==> src/rtl/secctl_pkg.sv <==
package secctl_pkg;
   // Bit positions decoded by software; behaviour depends on them.
   localparam int BIT_G0    = 0;
   localparam int BIT_G1NS  = 1;
   localparam int BIT_G1S   = 2;
   localparam int BIT_RT_S  = 4;
   localparam int BIT_RT_NS = 5;
   localparam int BIT_DS    = 6;
   localparam int VIEW_W    = 8;
   localparam int GSEL_W    = 2;

   typedef enum logic [GSEL_W-1:0] {
      GRP_G0   = 2'd0,
      GRP_G1NS = 2'd1,
      GRP_G1S  = 2'd2,
      GRP_NONE = 2'd3
   } grp_e;

   typedef struct packed {
      logic ds;
      logic g1s;
      logic g1ns;
      logic g0;
   } ctl_state_t;
endpackage

==> src/rtl/secctl_next.sv <==
module secctl_next
   import secctl_pkg::*;
(
   input  ctl_state_t         cur_i,
   input  logic               secure_i,
   input  logic [VIEW_W-1:0]  data_i,
   output ctl_state_t         nxt_o
);
   always_comb begin
      nxt_o = cur_i;
      if (cur_i.ds) begin
         // collapsed layout: two enables only, flag is sticky
         nxt_o.g0   = data_i[BIT_G0];
         nxt_o.g1ns = data_i[BIT_G1NS];
      end else if (secure_i) begin
         nxt_o.ds   = data_i[BIT_DS];
         nxt_o.g0   = data_i[BIT_G0];
         nxt_o.g1ns = data_i[BIT_G1NS];
         nxt_o.g1s  = data_i[BIT_G1S] & ~data_i[BIT_DS];
      end else begin
         // non-secure agent reaches only the aliased enable
         nxt_o.g1ns = data_i[BIT_G1NS];
      end
   end
endmodule

==> src/rtl/secctl_view.sv <==
module secctl_view
   import secctl_pkg::*;
(
   input  ctl_state_t         cur_i,
   input  logic               secure_i,
   output logic [VIEW_W-1:0]  view_o
);
   always_comb begin
      view_o = '0;
      view_o[BIT_RT_S] = 1'b1;
      if (cur_i.ds) begin
         view_o[BIT_DS]   = 1'b1;
         view_o[BIT_G1NS] = cur_i.g1ns;
         view_o[BIT_G0]   = cur_i.g0;
      end else if (secure_i) begin
         view_o[BIT_RT_NS] = 1'b1;
         view_o[BIT_DS]    = cur_i.ds;
         view_o[BIT_G1S]   = cur_i.g1s;
         view_o[BIT_G1NS]  = cur_i.g1ns;
         view_o[BIT_G0]    = cur_i.g0;
      end else begin
         view_o[BIT_G1NS] = cur_i.g1ns;
      end
   end
endmodule

==> src/rtl/secctl_gsel.sv <==
module secctl_gsel
   import secctl_pkg::*;
(
   input  ctl_state_t         cur_i,
   input  logic [GSEL_W-1:0]  sel_i,
   output logic               en_o
);
   always_comb begin
      unique case (grp_e'(sel_i))
         GRP_G0:   en_o = cur_i.g0;
         GRP_G1NS: en_o = cur_i.g1ns;
         GRP_G1S:  en_o = cur_i.g1s;
         default:  en_o = 1'b0;
      endcase
   end
endmodule

==> src/rtl/secctl_top.sv <==
module secctl_top
   import secctl_pkg::*;
#(
   parameter int DATA_W = 32
)(
   input  logic               clk,
   input  logic               rst_n,
   input  logic               sec_supported_i,
   input  logic               acc_secure_i,
   input  logic               wr_en_i,
   input  logic [DATA_W-1:0]  wr_data_i,
   output logic [DATA_W-1:0]  rd_data_o,
   input  logic [GSEL_W-1:0]  grp_sel_i,
   output logic               grp_enabled_o,
   output logic               grp0_en_o,
   output logic               grp1ns_en_o,
   output logic               grp1s_en_o,
   output logic               sec_disabled_o
);
   localparam int PAD_W = DATA_W - VIEW_W;

   generate
      if (DATA_W < VIEW_W) begin : g_bad_width
         $error("secctl_top: DATA_W must be at least %0d", VIEW_W);
      end
   endgenerate

   ctl_state_t        st_q, st_nxt;
   logic [VIEW_W-1:0] view;

   secctl_next u_next (
      .cur_i    (st_q),
      .secure_i (acc_secure_i),
      .data_i   (wr_data_i[VIEW_W-1:0]),
      .nxt_o    (st_nxt)
   );

   secctl_view u_view (
      .cur_i    (st_q),
      .secure_i (acc_secure_i),
      .view_o   (view)
   );

   secctl_gsel u_gsel (
      .cur_i (st_q),
      .sel_i (grp_sel_i),
      .en_o  (grp_enabled_o)
   );

   always_ff @(posedge clk) begin
      if (!rst_n) begin
         st_q.ds   <= ~sec_supported_i;
         st_q.g1s  <= 1'b0;
         st_q.g1ns <= 1'b0;
         st_q.g0   <= 1'b0;
      end else if (wr_en_i) begin
         st_q <= st_nxt;
      end
   end

   generate
      if (PAD_W > 0) begin : g_pad
         assign rd_data_o = {{PAD_W{1'b0}}, view};
      end else begin : g_nopad
         assign rd_data_o = view;
      end
   endgenerate

   assign grp0_en_o      = st_q.g0;
   assign grp1ns_en_o    = st_q.g1ns;
   assign grp1s_en_o     = st_q.g1s;
   assign sec_disabled_o = st_q.ds;
endmodule

==> config.mk <==
export PLATFORM = sky130hd
export DESIGN_NAME = secctl_top
export DESIGN_NICKNAME = d
export VERILOG_FILES = /design/src/rtl/secctl_pkg.sv /design/src/rtl/secctl_next.sv /design/src/rtl/secctl_view.sv /design/src/rtl/secctl_gsel.sv /design/src/rtl/secctl_top.sv
export SDC_FILE = /design/constraint.sdc
export NUM_CORES = 1
export LEC_CHECK = 0
export ABC_CLOCK_PERIOD_IN_PS = 2200
export BUFFER_PORTS_ARGS = -buffer_cell sky130_fd_sc_hd__buf_2
export CAP_MARGIN = 20
export CORE_MARGIN = 5
export CORE_UTILIZATION = 30
export CTS_BUF_LIST = sky130_fd_sc_hd__clkbuf_4
export DETAILED_ROUTE_END_ITERATION = 10
export GPL_ROUTABILITY_DRIVEN = 1
export PLACE_DENSITY = 0.87
export SLEW_MARGIN = 20
export SYNTH_ARGS = -nofsm -noshare
export SYNTH_HDL_FRONTEND = slang
export SYNTH_SLANG_ARGS = --single-unit
export TNS_END_PERCENT = 30
==> constraint.sdc <==
create_clock -name clk -period 2.2 [get_ports clk]
set_clock_uncertainty 0.2 [all_clocks]
set_input_delay 0 -clock clk [delete_from_list [all_inputs] [get_ports clk]]
set_output_delay 0 -clock clk [all_outputs]
set_load 0.01 [all_outputs]
==> impl_metrics.py <==
metrics = {
    "final_layout": {
        "n_antenna_cell": 0,
        "final_area_sq_um": 603,
        "area_delta_synth_final_pct": 35.0,
        "drive_gt1_share_pct": 28.4,
        "final_nets": 128,
    },
    "routing": {
        "drc": 0,
        "drt-initial-drc-count": 1,
        "vias_per_cell": 3.78,
        "routedWlPerCell_microns": 10.2,
        "wirelength_microns": 1060,
        "num_vias": 393,
        "postRouteAntennaNets": 0,
        "dr.pass1.iters": 4,
    },
    "grt": {
        "grt.overflow.total": 0,
        "grt_max_degree": 9,
        "antenna_found_initial": 0,
        "grt_pass1_vias": 343,
        "grt_pass1_wl_microns": 1510,
        "grt.total_usage_pct": 8.31,
    },
    "pwr": {
        "p_switching_w": 0.0000860,
        "power_frac_seq_pct": 30.5,
        "leakagePower_nw": 0.340,
        "clkPwrFrac_pct": 39.5,
        "intPower_w": 0.000200,
        "max-vdd-ir-drop_mv": 0.231,
        "p_sw_share_pct": 30.0,
        "p_per_area_nw_per_um2": 475,
        "combPwrFrac_pct": 29.9,
    },
    "clock_tree": {
        "cts_setup_buffers": 0,
        "cts_sinks": 4,
        "max-clock-path-buffers": 2,
        "htreeDepth": 1,
        "post_cts_resize_count": 0,
        "root_buffer": "clkbuf_4",
        "ctsHoldBuffers": 13,
        "cts_inserted_buffers": 3,
        "clk_latency_ns": 0.24,
        "cts_tree": "yes",
        "clkTransAtPathRegs_ns": 0.04,
    },
    "place": {
        "io_buffers": 20,
        "postPlaceCellArea_sq_um": 443,
        "place_hpwl_microns": 763,
        "gp_congestion": 0.697,
    },
    "synth": {
        "ys_seq_area_share_pct": 20.2,
        "synth-edff-count": 1,
        "synthArstFlopShare_pct": 0,
        "ys.flop_type": "dfxtp_1",
        "netlist_top_cells_count": "buf_4, nand2_1, mux2i_1",
        "syn_area_per_cell_sq_um": 8.12,
        "synth_most_common_cell": "buf_4",
        "ys_top_cells_by_area": "buf_4, dfxtp_1, mux2i_1",
        "synth_top_area_cell": "buf_4",
        "syn_inst": 55,
        "yosysUniqueCellTypes": 15,
        "synth_top_cell_area_share_pct": 48.7,
        "synth_warnings": 0,
        "ys_seq_elements": 4,
        "syn_area_sq_um": 447,
    },
    "setup_path": {
        "r2r_slack_ns": 0.28,
        "critPathSlowestCell": "dlygate4sd3_1",
        "path_buf_inv": 4,
        "max_stage_delay_ns": 0.56,
        "worst-setup-path-type": "input pin to flip-flop",
        "arrival_ns": 2.01,
        "critical-path-top-delay-family": "buffers and inverters",
        "path_max_fanout": 8,
        "worst-r2r-cell-count": 4,
        "start_kind": "input pin",
        "cp.required_ns": 2.17,
        "path_cells": "dlygate4sd3_1 > buf_2 > nand3b_1 > dlygate4sd3_1 > mux2i_1 > dlygate4sd3_1",
        "endpoint_kind": "flip-flop",
        "crit_path_frequent_cell": "dlygate4sd3_1",
        "r2r_start": "grp1ns_en_o",
        "r2r-end": "grp1ns_en_o",
    },
    "timing": {
        "drv_slew": 0,
        "max_freq_mhz": 492,
        "period_minus_slack_ns": 2.03,
        "fin_tns_setup_ns": 0,
        "min_period_over_period_pct": 92.3,
        "rsz0062_at_grt": "no",
        "finalHoldViolCount": 0,
        "finalSetupViolations": 0,
    },
    "hold_path": {
        "worstHoldStart": "grp_sel_i[0]",
        "hold_depth": 3,
        "hold_path_end": "grp_enabled_o",
        "hp-class": "input pin to output port",
    },
    "floorplan": {
        "row_count": 14,
        "die_h_microns": 48.6,
        "core-area_sq_um": 1450,
        "dieArea_sq_um": 2360,
        "die_x_microns": 48.6,
        "pin_count": 76,
        "initial_core_util_pct": 30.7,
    },
    "status": {
        "status": "finished clean",
    },
    "run": {
        "drv_cap": 0,
    },
}
==> flip-flops by register name (all words and copies together), names as in the netlist <==
register and count:
sec_disabled_o 1, grp1s_en_o 1, grp1ns_en_o 1, grp0_en_o 1
==> kinds of logic after synthesis <==
| family | Yosys count | share of synthesized area [%] |
|---|---|---|
| multiplexers | 4 | 8.96 |
| AO/OA/AOI/OAI | 5 | 6.72 |
| buffers and inverters | 29 | 48.7 |
| flip-flops | 4 | 20.2 |
| other | 2 | 1.68 |
| AND/OR/NAND/NOR | 11 | 13.7 |
==> power groups by stage <==
stage          clock network, W  registers [W]   logic, W
6_report               0.000113      0.0000874  0.0000857
2_1_floorplan                 0      0.0000892  0.0000772
4_1_cts                0.000120      0.0000873  0.0000835
5_1_grt                0.000125      0.0000884  0.0000933
3_5_place_dp                  0      0.0000883  0.0000648
3_3_place_gp                  0      0.0000876  0.0000634
==> placed cells by master, fill, tap and decap left out, drive strengths merged <==
cell	instances
a21oi	1
and2	1
buf	20
clkbuf	4
conb	27
dfxtp	3
dlygate4sd3	13
edfxtp	1
mux2i	4
nand2	5
nand2b	1
nand3b	2
nor2b	2
o21a	1
o21ai	1
o22ai	2
==> layout make-up <==
type,instances,area [sq um]
Fill cell,161,851
Clock buffer,4,30.0
Tap cell,16,20.0
Timing Repair Buffer,33,230
Multi-Input combinational cell,47,233
Sequential cell,4,90.1
==> metrics by stage <==
step | setup WS (ns) | utilization [%] | hold slack, ns | total power, W | std cells
2_1_floorplan | 1.03 | - | -0.120 | 0.000166 | 80
3_3_place_gp | 1.06 | 30.5 | 0.0478 | 0.000151 | 87
3_5_place_dp | 0.997 | 30.5 | 0.0486 | 0.000153 | 87
4_1_cts | 0.201 | 41.5 | 0.0856 | 0.000291 | 104
5_1_grt | 0.0962 | 41.5 | 0.101 | 0.000307 | 104
6_report | 0.168 | 41.5 | 0.0860 | 0.000286 | 104
==> worst max path at each step <==
stage	startpoint	endpoint	depth (start not counted)
3_5_place_dp	sec_disabled_o	sec_disabled_o	2
2_1_floorplan	sec_disabled_o	sec_disabled_o	2
6_report	rst_n	grp1s_en_o	6
3_3_place_gp	sec_disabled_o	sec_disabled_o	2
4_1_cts	rst_n	grp1s_en_o	6
5_1_grt	rst_n	grp1s_en_o	6
==> layer usage <==
layer / routed length, microns / track usage, % / vias to the layer above
li1: - / - / 188
met1: 339 / 7.43 / 177
met2: 561 / 15.2 / 28
met3: 163 / 3.99 / 0
met4: 0 / 4.04 / 0
met5: 0 / 0 / -
==> worst register-to-register path: stages, from the launching register on <==
cell,delay (ns)
dfxtp_1,0.36
mux2i_1,0.08
dlygate4sd3_1,0.55
nor2b_1,0.10
dlygate4sd3_1,0.57
Note: power is estimated with default switching activity, not from simulation.
